## config.mk

```make
export PLATFORM = sky130hd
export DESIGN_NAME = normal_prescaler
export DESIGN_NICKNAME = d
export VERILOG_FILES = /design/src/rtl/nrm_pkg.sv /design/src/rtl/nrm_mag_split.sv /design/src/rtl/nrm_shift_ctrl.sv /design/src/rtl/nrm_shift_cascade.sv /design/src/rtl/normal_prescaler.sv
export SDC_FILE = /design/constraint.sdc
export NUM_CORES = 1
export LEC_CHECK = 0
export BUFFER_PORTS_ARGS = -buffer_cell sky130_fd_sc_hd__buf_2
export CAP_MARGIN = 40
export CORE_ASPECT_RATIO = 1.25
export CORE_UTILIZATION = 60
export CTS_BUF_LIST = sky130_fd_sc_hd__clkbuf_4
export CTS_CLUSTER_DIAMETER = 100
export DETAILED_ROUTE_END_ITERATION = 7
export PLACE_DENSITY_LB_ADDON = 0.25
export SETUP_SLACK_MARGIN = 0.05
export SYNTH_ARGS = -nofsm -noshare
export SYNTH_HDL_FRONTEND = slang
export SYNTH_SLANG_ARGS = --single-unit
```

## constraint.sdc

```tcl
create_clock -name clk -period 3.8 [get_ports clk]
set_clock_uncertainty 0.15 [all_clocks]
set_input_delay 0.38 -clock clk [delete_from_list [all_inputs] [get_ports clk]]
set_output_delay 0.38 -clock clk [all_outputs]
set_load 0.1 [all_outputs]
```

## src/rtl/nrm_pkg.sv

```systemverilog
package nrm_pkg;

  // Number of vector components handled side by side.
  localparam int NRM_COMP = 3;

  // Right shift needed so a value that occupies width_used bits fits in fit_w bits.
  function automatic int shift_needed(input int width_used, input int fit_w);
    return (width_used > fit_w) ? (width_used - fit_w) : 0;
  endfunction

endpackage

```

## src/rtl/nrm_mag_split.sv

```systemverilog
// Stage 1: split each component into sign and ones-complement magnitude.
module nrm_mag_split #(
  parameter  int IN_W = 24,
  parameter  int NC   = 3,
  localparam int MW   = IN_W - 1
) (
  input  logic                   clk,
  input  logic                   rst_n,
  input  logic                   vld_i,
  input  logic [NC-1:0][IN_W-1:0] comp_i,
  output logic                   vld_o,
  output logic [NC-1:0][MW-1:0]  mag_o,
  output logic [NC-1:0]          sgn_o
);

  function automatic logic [MW-1:0] ones_mag(input logic [IN_W-1:0] v);
    return v[MW-1:0] ^ {MW{v[IN_W-1]}};
  endfunction

  logic [NC-1:0][MW-1:0] mag_d;
  logic [NC-1:0]         sgn_d;

  for (genvar c = 0; c < NC; c++) begin : g_comp
    assign mag_d[c] = ones_mag(comp_i[c]);
    assign sgn_d[c] = comp_i[c][IN_W-1];
  end

  always_ff @(posedge clk or negedge rst_n) begin
    if (!rst_n) begin
      vld_o <= 1'b0;
      mag_o <= '0;
      sgn_o <= '0;
    end else begin
      vld_o <= vld_i;
      mag_o <= mag_d;
      sgn_o <= sgn_d;
    end
  end

endmodule

```

## src/rtl/nrm_shift_ctrl.sv

```systemverilog
// Stage 2: derive the shared shift count from the leading one of all magnitudes.
module nrm_shift_ctrl #(
  parameter  int MW     = 23,
  parameter  int OMAG_W = 11,
  parameter  int NC     = 3,
  localparam int KMAX   = MW - OMAG_W,
  localparam int KW     = $clog2(KMAX + 1)
) (
  input  logic                  clk,
  input  logic                  rst_n,
  input  logic                  vld_i,
  input  logic [NC-1:0][MW-1:0] mag_i,
  input  logic [NC-1:0]         sgn_i,
  output logic                  vld_o,
  output logic [NC-1:0][MW-1:0] mag_o,
  output logic [NC-1:0]         sgn_o,
  output logic [KW-1:0]         k_o
);

  // Leading one of the OR equals leading one of the largest magnitude.
  function automatic logic [KW-1:0] calc_k(input logic [MW-1:0] v);
    int msb;
    msb = -1;
    for (int i = 0; i < MW; i++) begin
      if (v[i]) msb = i;
    end
    return KW'(nrm_pkg::shift_needed(msb + 1, OMAG_W));
  endfunction

  logic [MW-1:0] mag_or;
  logic [KW-1:0] k_d;

  always_comb begin
    mag_or = '0;
    for (int c = 0; c < NC; c++) mag_or = mag_or | mag_i[c];
    k_d = calc_k(mag_or);
  end

  always_ff @(posedge clk or negedge rst_n) begin
    if (!rst_n) begin
      vld_o <= 1'b0;
      mag_o <= '0;
      sgn_o <= '0;
      k_o   <= '0;
    end else begin
      vld_o <= vld_i;
      mag_o <= mag_i;
      sgn_o <= sgn_i;
      k_o   <= k_d;
    end
  end

endmodule

```

## src/rtl/nrm_shift_cascade.sv

```systemverilog
// Chain of fixed power-of-two right shifters; bit j of k_i enables the 2**j stage.
module nrm_shift_cascade #(
  parameter int MW = 23,
  parameter int KW = 4
) (
  input  logic [MW-1:0] mag_i,
  input  logic [KW-1:0] k_i,
  output logic [MW-1:0] mag_o
);

  logic [KW:0][MW-1:0] chain;

  assign chain[0] = mag_i;

  for (genvar j = 0; j < KW; j++) begin : g_stage
    assign chain[j+1] = k_i[j] ? (chain[j] >> (2 ** j)) : chain[j];
  end

  assign mag_o = chain[KW];

endmodule

```

## src/rtl/normal_prescaler.sv

```systemverilog
module normal_prescaler #(
  parameter  int IN_W   = 24,
  parameter  int OUT_W  = 12,
  localparam int NC     = nrm_pkg::NRM_COMP,
  localparam int MW     = IN_W - 1,
  localparam int OMAG_W = OUT_W - 1,
  localparam int KMAX   = MW - OMAG_W,
  localparam int KW     = $clog2(KMAX + 1)
) (
  input  logic            clk,
  input  logic            rst_n,
  input  logic            in_vld,
  input  logic [IN_W-1:0] in_x,
  input  logic [IN_W-1:0] in_y,
  input  logic [IN_W-1:0] in_z,
  output logic            out_vld,
  output logic [OUT_W-1:0] out_x,
  output logic [OUT_W-1:0] out_y,
  output logic [OUT_W-1:0] out_z
);

  logic [NC-1:0][IN_W-1:0] in_comp;
  assign in_comp = {in_z, in_y, in_x};

  // Stage 1 outputs
  logic                  s1_vld;
  logic [NC-1:0][MW-1:0] s1_mag;
  logic [NC-1:0]         s1_sgn;

  // Stage 2 outputs
  logic                  s2_vld;
  logic [NC-1:0][MW-1:0] s2_mag;
  logic [NC-1:0]         s2_sgn;
  logic [KW-1:0]         s2_k;

  // Shifter results and observation wires
  logic [NC-1:0][MW-1:0]     casc_full;
  logic [NC-1:0]             casc_over;
  logic [NC-1:0][OMAG_W-1:0] nxt_mag;
  logic [NC-1:0]             nxt_sgn;
  logic                      any_over;

  // Stage 3 registers
  logic                      out_vld_q;
  logic [NC-1:0][OMAG_W-1:0] out_mag_q;
  logic [NC-1:0]             out_sgn_q;
  logic [KW-1:0]             k_q;
  logic                      out_lead;

  nrm_mag_split #(.IN_W(IN_W), .NC(NC)) u_split (
    .clk   (clk),
    .rst_n (rst_n),
    .vld_i (in_vld),
    .comp_i(in_comp),
    .vld_o (s1_vld),
    .mag_o (s1_mag),
    .sgn_o (s1_sgn)
  );

  nrm_shift_ctrl #(.MW(MW), .OMAG_W(OMAG_W), .NC(NC)) u_ctrl (
    .clk   (clk),
    .rst_n (rst_n),
    .vld_i (s1_vld),
    .mag_i (s1_mag),
    .sgn_i (s1_sgn),
    .vld_o (s2_vld),
    .mag_o (s2_mag),
    .sgn_o (s2_sgn),
    .k_o   (s2_k)
  );

  for (genvar c = 0; c < NC; c++) begin : g_lane
    nrm_shift_cascade #(.MW(MW), .KW(KW)) u_casc (
      .mag_i(s2_mag[c]),
      .k_i  (s2_k),
      .mag_o(casc_full[c])
    );
    assign casc_over[c] = |casc_full[c][MW-1:OMAG_W];
    assign nxt_mag[c]   = casc_full[c][OMAG_W-1:0];
    assign nxt_sgn[c]   = s2_sgn[c] & (|casc_full[c][OMAG_W-1:0]);
  end

  assign any_over = |casc_over;

  always_ff @(posedge clk or negedge rst_n) begin
    if (!rst_n) begin
      out_vld_q <= 1'b0;
      out_mag_q <= '0;
      out_sgn_q <= '0;
      k_q       <= '0;
    end else begin
      out_vld_q <= s2_vld;
      out_mag_q <= nxt_mag;
      out_sgn_q <= nxt_sgn;
      k_q       <= s2_k;
    end
  end

  always_comb begin
    out_lead = 1'b0;
    for (int c = 0; c < NC; c++) out_lead = out_lead | out_mag_q[c][OMAG_W-1];
  end

  assign out_vld = out_vld_q;
  assign out_x   = {out_sgn_q[0], out_mag_q[0]};
  assign out_y   = {out_sgn_q[1], out_mag_q[1]};
  assign out_z   = {out_sgn_q[2], out_mag_q[2]};

endmodule

```

==> flow_metrics.py, run 1 <==
metrics = {
    "synthesis": {
        "yosysUniqueCellTypes": 55,
        "mappedNetlistNets": 719,
        "synth-edff-count": 0,
        "ys.flop_type": "dfrtp_1",
        "synth_cells": 633,
        "synth_top_area_share_pct": 54.8,
        "synth_area_mm2": 0.00854,
        "avgSynthCellArea_um2": 13.5,
        "seq_area_frac_synth_pct": 54.8,
        "synth_area_leaders": "dfrtp_1, mux4_2, xor2_1",
        "synth_common_cells": "dfrtp_1, xor2_1, mux4_2, mux2i_1, nor2_1",
        "ys_ff_latch": 187,
        "yosysWarnings": 0,
        "post-synth-top-count-cell": "dfrtp_1",
        "synth_top_area_cell": "dfrtp_1",
        "async_reset_ff_share_pct": 100,
    },
    "clock_tree": {
        "clkTransAtPathRegs_ps": 160,
        "cts-root-buf": "clkbuf_4",
        "cts_tree": "yes",
        "cts-htree-levels": 4,
        "cts_buffers": 17,
        "insertion_delay_ps": 610,
        "clk_path_buf_depth": 2,
        "cts.sinks": 187,
    },
    "critical_path": {
        "critical-path-top-delay-family": "simple AND/OR/NAND/NOR gates",
        "cp_common_cell": "nand2_2",
        "crit_buf_inv": 2,
        "crit_chain": "nor3_2, buf_4, nand2_2, a31oi_2, o211ai_1, a31oi_1, o2111ai_1, nand3_1, ha_2, inv_2, nor2_4, nand2_2, ha_4, nor4bb_1, and4_1, nand4_1, a211oi_2, a2bb2oi_2, nor2_1",
        "slowest_stage": "dfrtp_1",
        "crit_path_max_incr_delay_ps": 420,
        "start_kind": "register",
        "endpoint_kind": "register",
        "setup.worst_path.class": "reg -> reg",
        "required_ps": 4150,
        "crit_fanout": 4,
        "arrival_ps": 4080,
    },
    "power": {
        "ir_drop_uv": 687,
        "power.clock.fraction_pct": 20.6,
        "p_sw_share_pct": 42.1,
        "seqPwrFrac_pct": 45.9,
        "pwr-share-comb_pct": 33.4,
        "p_sw_w": 0.00223,
        "power.leakage_nw": 4.46,
        "power.total_w": 0.00529,
        "internal_power_w": 0.00307,
        "power_density_mw_per_mm2": 504,
    },
    "sta": {
        "worst_pin_slew_ps": 799,
        "rsz0062_at_grt": "true",
        "finalCritPeriodShare_pct": 98.1,
        "finalCriticalPeriod_ps": 3730,
        "whs_ps": 112,
        "final-max-slew-violation-count": 0,
        "setup_viol": 0,
        "hold_violations": 0,
        "relSlewSlack_pct": 46.7,
        "max_freq_mhz": 268,
    },
    "global_route": {
        "grt_antenna_before_repair": 1,
        "track_usage_pct": 30.4,
        "grt_overflow_total": 0,
        "grt_max_degree": 79,
        "grt_pass1_vias": 6147,
        "grt_pass1_wl_mm": 32.6,
    },
    "drt": {
        "drc": 0,
        "via_count": 6100,
        "initialDrtViolationCount": 381,
        "wl_per_cell_um": 21.2,
        "wl_mm": 21.4,
        "ant_nets": 0,
        "via_per_inst": 6.02,
        "drt_first_pass_iters": 7,
    },
    "floorplanning": {
        "start_util_pct": 61.6,
        "die_width_um": 109,
        "core-area_mm2": 0.0139,
        "fp-row-count": 48,
        "die_height_um": 135,
        "die-area_mm2": 0.0147,
        "io_pins": 112,
    },
    "cells_and_area": {
        "syn2layout_area_growth_pct": 22.9,
        "register_area_mm2": 0.00468,
        "fin_util_pct": 75.7,
        "drive_gt1_share_pct": 30.3,
        "multiInputGateArea_mm2": 0.00371,
        "finalNonFillerCells": 1013,
        "fill_cells": 860,
        "fin_nets": 910,
    },
    "flow_run": {
        "maxCapViolCount": 0,
    },
    "placement": {
        "hpwl_mm": 14.7,
        "io_buffers": 111,
        "dp_cells": 901,
        "gp_congestion": 0.986,
    },
    "hold_path": {
        "holdCritPathClass": "in -> reg",
    },
    "run_status": {
        "outcome": "finished, final reports clean",
    },
}
-- power by group through the flow --
| stage | logic, W | clock network (W) | registers (W) |
|---|---|---|---|
| floorplan | 0.000584 | 0 | 0.00313 |
| global placement | 0.00167 | 0 | 0.00245 |
| detailed placement | 0.00168 | 0 | 0.00246 |
| CTS | 0.00175 | 0.00110 | 0.00242 |
| global route | 0.00185 | 0.00118 | 0.00246 |
| finish | 0.00177 | 0.00109 | 0.00243 |
-- stage by stage --
| stage | setup TNS [ps] | cell area (µm²) | setup slack, ps |
|---|---|---|---|
| 3_5_place_dp | 0 | 9340 | 28.4 |
| 3_3_place_gp | 0 | 9340 | 145 |
| 5_1_grt | -24.5 | 10500 | -19.7 |
| 4_1_cts | 0 | 10400 | 80.7 |
| 6_report | 0 | 10500 | 72.6 |
| 2_1_floorplan | 0 | 8540 | 398 |
-- placed cells by master, fill, tap and decap left out, drive strengths merged, types with 2 or more instances in the layout --
cell type,count
dfrtp,187
buf,141
dlygate4sd3,71
xor2,69
mux4,44
mux2i,41
nor2,36
a21oi,34
nor3,27
a211oi,25
nand2,19
clkbuf,17
inv,15
mux2,14
nor2b,12
ha,11
clkinv,8
nor4,7
a31oi,6
o21ai,6
nand4,5
or3,4
and2,3
a221o,3
o211ai,3
o41ai,3
nand3,3
a221oi,3
and4,2
o2111ai,2
nor4b,2
xnor2,2
-- cell type report --
class                           instances  share of cell area, %
Sequential cell                       187                   44.6
Multi-Input combinational cell        398                   35.4
Timing Repair Buffer                  212                   14.8
Tap cell                              175                   2.09
Clock inverter                         15                   1.63
Clock buffer                           17                   1.22
Inverter                                8                  0.286
Antenna cell                            1                 0.0238
-- cells by family (layout without fill, tap and decap cells) --
kind of cell               count (synthesis)  count (layout)  synth area share, %
other                                      0               1                    0
buffers and inverters                     48             252                 2.71
adders and majority gates                 11              11                 1.61
DFF                                      187             187                 54.8
AOI/OAI and AO/OA                         92              92                 7.21
xor gates and xnor gates                  72              72                 7.54
and+or+nand+nor                          124             124                 7.90
muxes                                     99              99                 18.3
-- registers in the layout (all words and copies together) (netlist names), 3 cells and up --
signal	flops
u_ctrl.sgn_o	3
out_x	11
out_y	11
u_ctrl.k_o	4
out_sgn_q	3
out_z	11
u_split.sgn_o	3
u_ctrl.mag_o	69
u_split.mag_o	69
-- worst paths after layout --
path | from | endpoint | slack, ps | depth (start not counted)
min | in_x[23] | u_split.sgn_o[0] | 110 | 1
min in group asynchronous | rst_n | u_ctrl.sgn_o[1] | 170 | 2
max | u_split.mag_o[23] | u_ctrl.k_o[2] | 70 | 19
max in group asynchronous | rst_n | u_split.mag_o[8] | 2450 | 3
min reg2reg | u_ctrl.vld_o | out_vld | 220 | 0
max reg2reg | u_split.mag_o[23] | u_ctrl.k_o[2] | 70 | 19
-- repair_timing --
| item | CTS | global route |
|---|---|---|
| buffers inserted | 0 | 8 |
| pin swaps | 1 | 10 |
| hold buffers | 71 | 0 |
| gates resized for setup | 4 | 14 |
| hold endpoints to repair | 145 | 0 |
| endpoints found under the setup margin | 4 | 4 |
-- per-layer routing --
metal	GRT usage [%]	vias up	wire, µm
li1	-	2691	-
met1	40.0	3083	8490
met2	50.5	279	11200
met3	4.14	47	1140
met4	13.7	0	617
met5	0	-	0
Note: power is estimated with default switching activity, not from simulation.
==> inputs of run 2 (changes only) <==
--- a/config.mk
+++ b/config.mk
@@ -8,8 +8,8 @@
 export BUFFER_PORTS_ARGS = -buffer_cell sky130_fd_sc_hd__buf_2
 export CAP_MARGIN = 40
 export CORE_ASPECT_RATIO = 1.25
-export CORE_UTILIZATION = 60
-export CTS_BUF_LIST = sky130_fd_sc_hd__clkbuf_4
+export CORE_MARGIN = 2
+export CORE_UTILIZATION = 58
 export CTS_CLUSTER_DIAMETER = 100
 export DETAILED_ROUTE_END_ITERATION = 7
 export PLACE_DENSITY_LB_ADDON = 0.25
==> run 2 against run 1 <==
Sequential power about the same. Count of clock-buffer cells in the layout stayed put. Wire length down 2.6%. Clock power is 56% higher. Non-clock buffer count fell by 5. Fmax down 1.3%. Global-route usage is 2.8 points lower. Cell count shrank 0.30%. First-iteration DRC count rose by 2.9%. Critical path depth is 2 lower. Critical endpoint is now u_ctrl.k_o[1]. Largest cell class unchanged.
==> flow_metrics.py, run 2 (synthesized netlist as in run 1, its figures left out) <==
metrics = {
    "run_status": {
        "outcome": "finished, final reports clean",
    },
    "drt": {
        "wl_mm": 20.9,
        "wl_per_cell_um": 20.7,
        "initialDrtViolationCount": 392,
        "drt_first_pass_iters": 5,
        "via_per_inst": 5.78,
        "via_count": 5835,
        "ant_nets": 0,
        "drc": 0,
    },
    "critical_path": {
        "endpoint": "u_ctrl.k_o[1]",
        "r2r-start": "u_split.mag_o[46]",
        "crit_chain": "nor3_2, buf_4, nand2_2, a31oi_1, o211ai_1, a31oi_1, o2111ai_1, nand3_2, ha_4, nand2_1, ha_1, nor4bb_4, and4_1, nand4_1, a211oi_2, a2bb2oi_2, nor2_1",
        "required_ps": 3960,
        "crit_path_start": "u_split.mag_o[46]",
        "start_kind": "register",
        "worst-path-stages": 17,
        "r2r-end": "u_ctrl.k_o[1]",
        "r2r_cells": 17,
        "arrival_ps": 3940,
        "cp_common_cell": "a31oi_1",
        "slowest_stage": "dfrtp_1",
        "crit_fanout": 6,
        "critical-path-top-delay-family": "simple AND/OR/NAND/NOR gates",
        "crit_path_max_incr_delay_ps": 390,
        "endpoint_kind": "register",
        "crit_buf_inv": 1,
        "r2r_setup_slack_ps": 20,
        "setup.worst_path.class": "reg -> reg",
    },
    "power": {
        "p_sw_w": 0.00226,
        "internal_power_w": 0.00362,
        "power_density_mw_per_mm2": 549,
        "p_sw_share_pct": 38.4,
        "seqPwrFrac_pct": 41.1,
        "ir_drop_uv": 696,
        "power.clock.fraction_pct": 29.0,
        "power.leakage_nw": 4.57,
        "pwr-share-comb_pct": 29.9,
    },
    "floorplanning": {
        "fp-row-count": 49,
        "die-area_mm2": 0.0157,
        "io_pins": 112,
        "start_util_pct": 59.3,
        "die_width_um": 113,
        "die_height_um": 140,
        "core-area_mm2": 0.0144,
    },
    "sta": {
        "relSlewSlack_pct": 47.2,
        "finalCriticalPeriod_ps": 3780,
        "hold_violations": 0,
        "worst_pin_slew_ps": 792,
        "setup_viol": 0,
        "final-max-slew-violation-count": 0,
        "worst_slack_ps": 22.1,
        "max_freq_mhz": 265,
        "finalCritPeriodShare_pct": 99.4,
        "whs_ps": 22.0,
        "rsz0062_at_grt": "true",
    },
    "cells_and_area": {
        "n_antenna_cell": 0,
        "drive_gt1_share_pct": 30.2,
        "syn2layout_area_growth_pct": 25.4,
        "fin_nets": 905,
        "final_common_cell": "dfrtp_1",
        "reg_top3": "u_ctrl.mag_o (69), u_split.mag_o (69)",
        "final_cell_mix": "dfrtp_1, buf_2, xor2_1, dlygate4sd3_1, mux4_2",
    },
    "global_route": {
        "grt_pass1_vias": 6143,
        "grt_antenna_before_repair": 0,
        "grt_max_degree": 80,
        "grt_overflow_total": 0,
        "grt_pass1_wl_mm": 33.1,
        "track_usage_pct": 27.7,
    },
    "clock_tree": {
        "cts-root-buf": "clkbuf_16",
        "cts-htree-levels": 4,
        "cts_buffers": 17,
        "clkTransAtPathRegs_ps": 70,
        "insertion_delay_ps": 430,
        "cts_tree": "yes",
        "clk_path_buf_depth": 2,
        "cts.sinks": 187,
    },
    "flow_run": {
        "maxCapViolCount": 0,
    },
    "placement": {
        "hpwl_mm": 15.1,
        "io_buffers": 111,
        "place_worst_setup_slack_ps": -5.11,
        "gp_congestion": 0.963,
    },
    "hold_path": {
        "holdCritPathClass": "in -> reg",
    },
}
[run 2: area by class of cell]
class / count / area (µm²)
inverter: 8 / 30.0
fill: 887 / 3700
tap: 178 / 223
clock buffer: 17 / 425
sequential: 187 / 4680
timing repair buffer: 207 / 1490
clock inverter: 15 / 145
multi-input combinational: 398 / 3710
[run 2: what timing repair did]
action,CTS,global route
pin swaps,0,14
resized for setup,4,13
endpoints found under the setup margin,4,4
hold endpoints to repair,144,1
buffers inserted,0,1
hold buffers,68,1
[run 2: how the worst min path moves through the flow]
stage,from,endpoint,slack [ps],cells past startpoint
CTS,in_y[5],u_split.mag_o[28],5,2
finish,in_y[5],u_split.mag_o[28],20,2
floorplan,rst_n,out_sgn_q[0],-70,0
detailed placement,u_split.sgn_o[0],u_ctrl.sgn_o[0],190,0
global route,in_y[5],u_split.mag_o[28],20,2
global placement,u_ctrl.vld_o,out_vld,180,0
[run 2: power by group through the flow]
| stage | combinational (W) | sequential [W] | clock, W |
|---|---|---|---|
| after global placement | 0.00168 | 0.00244 | 0 |
| final | 0.00176 | 0.00242 | 0.00170 |
| after CTS | 0.00175 | 0.00242 | 0.00172 |
| after detailed placement | 0.00169 | 0.00245 | 0 |
| after global routing | 0.00184 | 0.00245 | 0.00181 |
| after floorplan | 0.000584 | 0.00313 | 0 |
[run 2: layer usage]
layer / share of wire (%) / vias up / GRT usage (%)
li1: - / 2684 / -
met1: 41 / 2910 / 35.3
met2: 53 / 206 / 47.5
met3: 4.2 / 35 / 4.79
met4: 2.6 / 0 / 10.4
met5: 0 / - / 0
[run 2: stage by stage]
stage	instance area, µm²	TNS [ps]	utilization [%]	total power [W]	std cells
6_report	10700	0	74.3	0.00588	1010
5_1_grt	10700	-660	74.3	0.00610	1010
4_1_cts	10600	0	73.8	0.00588	1008
3_5_place_dp	9360	-5.11	65.0	0.00414	908
3_3_place_gp	9360	0	65.0	0.00412	908
2_1_floorplan	8540	0	-	0.00372	633
[run 2: worst reg2reg max path, cell delays in order (launching register included)]
cell and delay, ps:
dfrtp_1 390, nor3_2 220, buf_4 160, nand2_2 50
a31oi_1 210, o211ai_1 130, a31oi_1 190, o2111ai_1 210
nand3_2 200, ha_4 190, nand2_1 70, ha_1 280
nor4bb_4 270, and4_1 230, nand4_1 130, a211oi_2 260
a2bb2oi_2 230, nor2_1 90
==> inputs of run 3 (changes only) <==
--- a/config.mk
+++ b/config.mk
@@ -9,7 +9,7 @@
 export CAP_MARGIN = 40
 export CORE_ASPECT_RATIO = 1.25
 export CORE_MARGIN = 2
-export CORE_UTILIZATION = 58
+export CORE_UTILIZATION = 30
 export CTS_CLUSTER_DIAMETER = 100
 export DETAILED_ROUTE_END_ITERATION = 7
 export PLACE_DENSITY_LB_ADDON = 0.25
==> run 3 against run 2 <==
Setup slack improved by 220 ps. Worst hold slack improved by 180 ps. First-iteration DRC count fell by 1.3%. Global-route usage fell by 12 points. Count of clock-buffer cells in the layout rose by 3. Register-to-register slack improved by 220 ps. Combinational power barely moved. Power rose by 1.1%. Fmax rose by 6.2%. Sequential share of layout area fell by 1.0 points.
==> flow_metrics.py, run 3 (synthesized netlist as in run 1, its figures left out) <==
metrics = {
    "run_status": {
        "outcome": "finished, final reports clean",
    },
    "critical_path": {
        "r2r-start": "u_split.mag_o[43]",
        "r2r-end": "u_ctrl.k_o[0]",
        "crit_buf_inv": 0,
        "slowest_stage": "or3_4",
        "endpoint": "u_ctrl.k_o[0]",
        "crit_path_max_incr_delay_ps": 430,
        "critical-path-top-delay-family": "simple AND/OR/NAND/NOR gates",
        "required_ps": 3970,
        "r2r_setup_slack_ps": 240,
        "setup.worst_path.class": "reg -> reg",
        "endpoint_kind": "register",
        "crit_path_start": "u_split.mag_o[43]",
        "worst-path-stages": 13,
        "arrival_ps": 3720,
        "r2r_cells": 13,
        "crit_fanout": 6,
        "start_kind": "register",
        "crit_chain": "or3_4, nor4_4, nand2_2, nor2_1, and3_1, nand2_1, ha_1, nor4bb_2, and4_1, nand4_1, a211oi_2, a2bb2oi_2, nor2_1",
        "cp_common_cell": "nor2_1",
    },
    "power": {
        "pwr-share-comb_pct": 29.7,
        "power.total_w": 0.00594,
        "ir_drop_uv": 262,
        "p_sw_w": 0.00219,
        "power.clock.fraction_pct": 29.4,
        "seqPwrFrac_pct": 40.9,
        "power.leakage_nw": 4.58,
        "p_sw_share_pct": 36.9,
        "internal_power_w": 0.00375,
        "power_density_mw_per_mm2": 541,
    },
    "cells_and_area": {
        "drive_gt1_share_pct": 29.8,
        "final_cell_mix": "dfrtp_1, buf_2, dlygate4sd3_1",
        "design_area_mm2": 0.0110,
        "final_common_cell": "dfrtp_1",
        "n_antenna_cell": 0,
        "syn2layout_area_growth_pct": 28.5,
        "finalNonFillerCells": 1191,
        "reg_top3": "u_ctrl.mag_o (69), u_split.mag_o (69)",
        "fin_nets": 910,
    },
    "floorplanning": {
        "core-area_mm2": 0.0282,
        "io_pins": 112,
        "start_util_pct": 30.3,
        "fp-row-count": 69,
        "die_width_um": 155,
        "die-area_mm2": 0.0298,
        "die_height_um": 193,
    },
    "sta": {
        "final-max-slew-violation-count": 0,
        "rsz0062_at_grt": "true",
        "finalCriticalPeriod_ps": 3560,
        "max_freq_mhz": 281,
        "fin_setup_tns_ps": 0,
        "worst_pin_slew_ps": 834,
        "setup_viol": 0,
        "relSlewSlack_pct": 44.4,
        "hold_violations": 0,
        "finalCritPeriodShare_pct": 93.6,
    },
    "placement": {
        "io_buffers": 111,
        "gp_congestion": 0.899,
        "place_area_mm2": 0.00958,
        "dp_cells": 1085,
        "hpwl_mm": 16.7,
    },
    "drt": {
        "drc": 0,
        "drt_first_pass_iters": 4,
        "via_count": 5789,
        "wl_per_cell_um": 18.5,
        "via_per_inst": 4.86,
        "ant_nets": 0,
        "initialDrtViolationCount": 387,
        "wl_mm": 22.0,
    },
    "flow_run": {
        "maxCapViolCount": 0,
    },
    "global_route": {
        "grt_antenna_before_repair": 0,
        "grt_pass1_vias": 5993,
        "track_usage_pct": 15.3,
        "grt_max_degree": 72,
        "grt_pass1_wl_mm": 34.5,
        "grt_overflow_total": 0,
    },
    "clock_tree": {
        "cts-htree-levels": 4,
        "clkTransAtPathRegs_ps": 70,
        "cts_buffers": 17,
        "clk_path_buf_depth": 2,
        "cts_tree": "yes",
        "insertion_delay_ps": 430,
        "cts-root-buf": "clkbuf_16",
        "cts.sinks": 187,
    },
    "hold_path": {
        "holdCritPathClass": "reg -> reg",
        "hold_start": "u_split.sgn_o[0]",
    },
}
## run 3: cell type report
type                    instances  area [µm²]
well taps                     355         444
flip-flops and latches        187        4680
fillers                      2700       17300
repair buffers                212        1540
inverters                       8        30.0
clock inverters                11         135
clock buffers                  20         447
multi-input cells             398        3700
## run 3: routing by layer
metal  global-route usage, %  share of wire (%)  wire, µm
met1                    19.2                 42      9210
met2                    26.4                 52     11300
met3                    2.27                3.7       803
met4                    6.62                2.9       628
met5                       0                  0         0
## run 3: worst min-delay path by stage
stage          depth (start not counted)         endpoint  slack [ps]
2_1_floorplan                          0     out_sgn_q[0]         -70
3_3_place_gp                           0          out_vld         180
3_5_place_dp                           0  u_ctrl.sgn_o[0]         190
4_1_cts                                0  u_ctrl.sgn_o[0]         200
5_1_grt                                0  u_ctrl.sgn_o[0]         210
6_report                               0  u_ctrl.sgn_o[0]         200
## run 3: what timing repair did
| item | in CTS | in global routing |
|---|---|---|
| resized for setup | 3 | 12 |
| hold endpoints to repair | 136 | 0 |
| pin swaps | 1 | 10 |
| setup endpoints to repair | 4 | 4 |
| setup buffers | 0 | 4 |
| hold buffers | 71 | 0 |
## run 3: metrics by stage
stage / setup WS [ps] / util, % / hold WS (ps)
global route: -24.5 / 38.9 / 213
floorplan: 398 / - / -65.6
detailed placement: -45.4 / 33.9 / 186
finish: 243 / 38.9 / 198
CTS: 62.7 / 38.6 / 202
global placement: 5.03 / 33.9 / 182
## run 3: power groups by stage
| stage | clock (W) | sequential, W | combinational [W] |
|---|---|---|---|
| floorplan | 0 | 0.00313 | 0.000584 |
| global placement | 0 | 0.00248 | 0.00169 |
| detailed placement | 0 | 0.00247 | 0.00171 |
| CTS | 0.00180 | 0.00243 | 0.00176 |
| global route | 0.00189 | 0.00246 | 0.00186 |
| finish | 0.00175 | 0.00243 | 0.00176 |
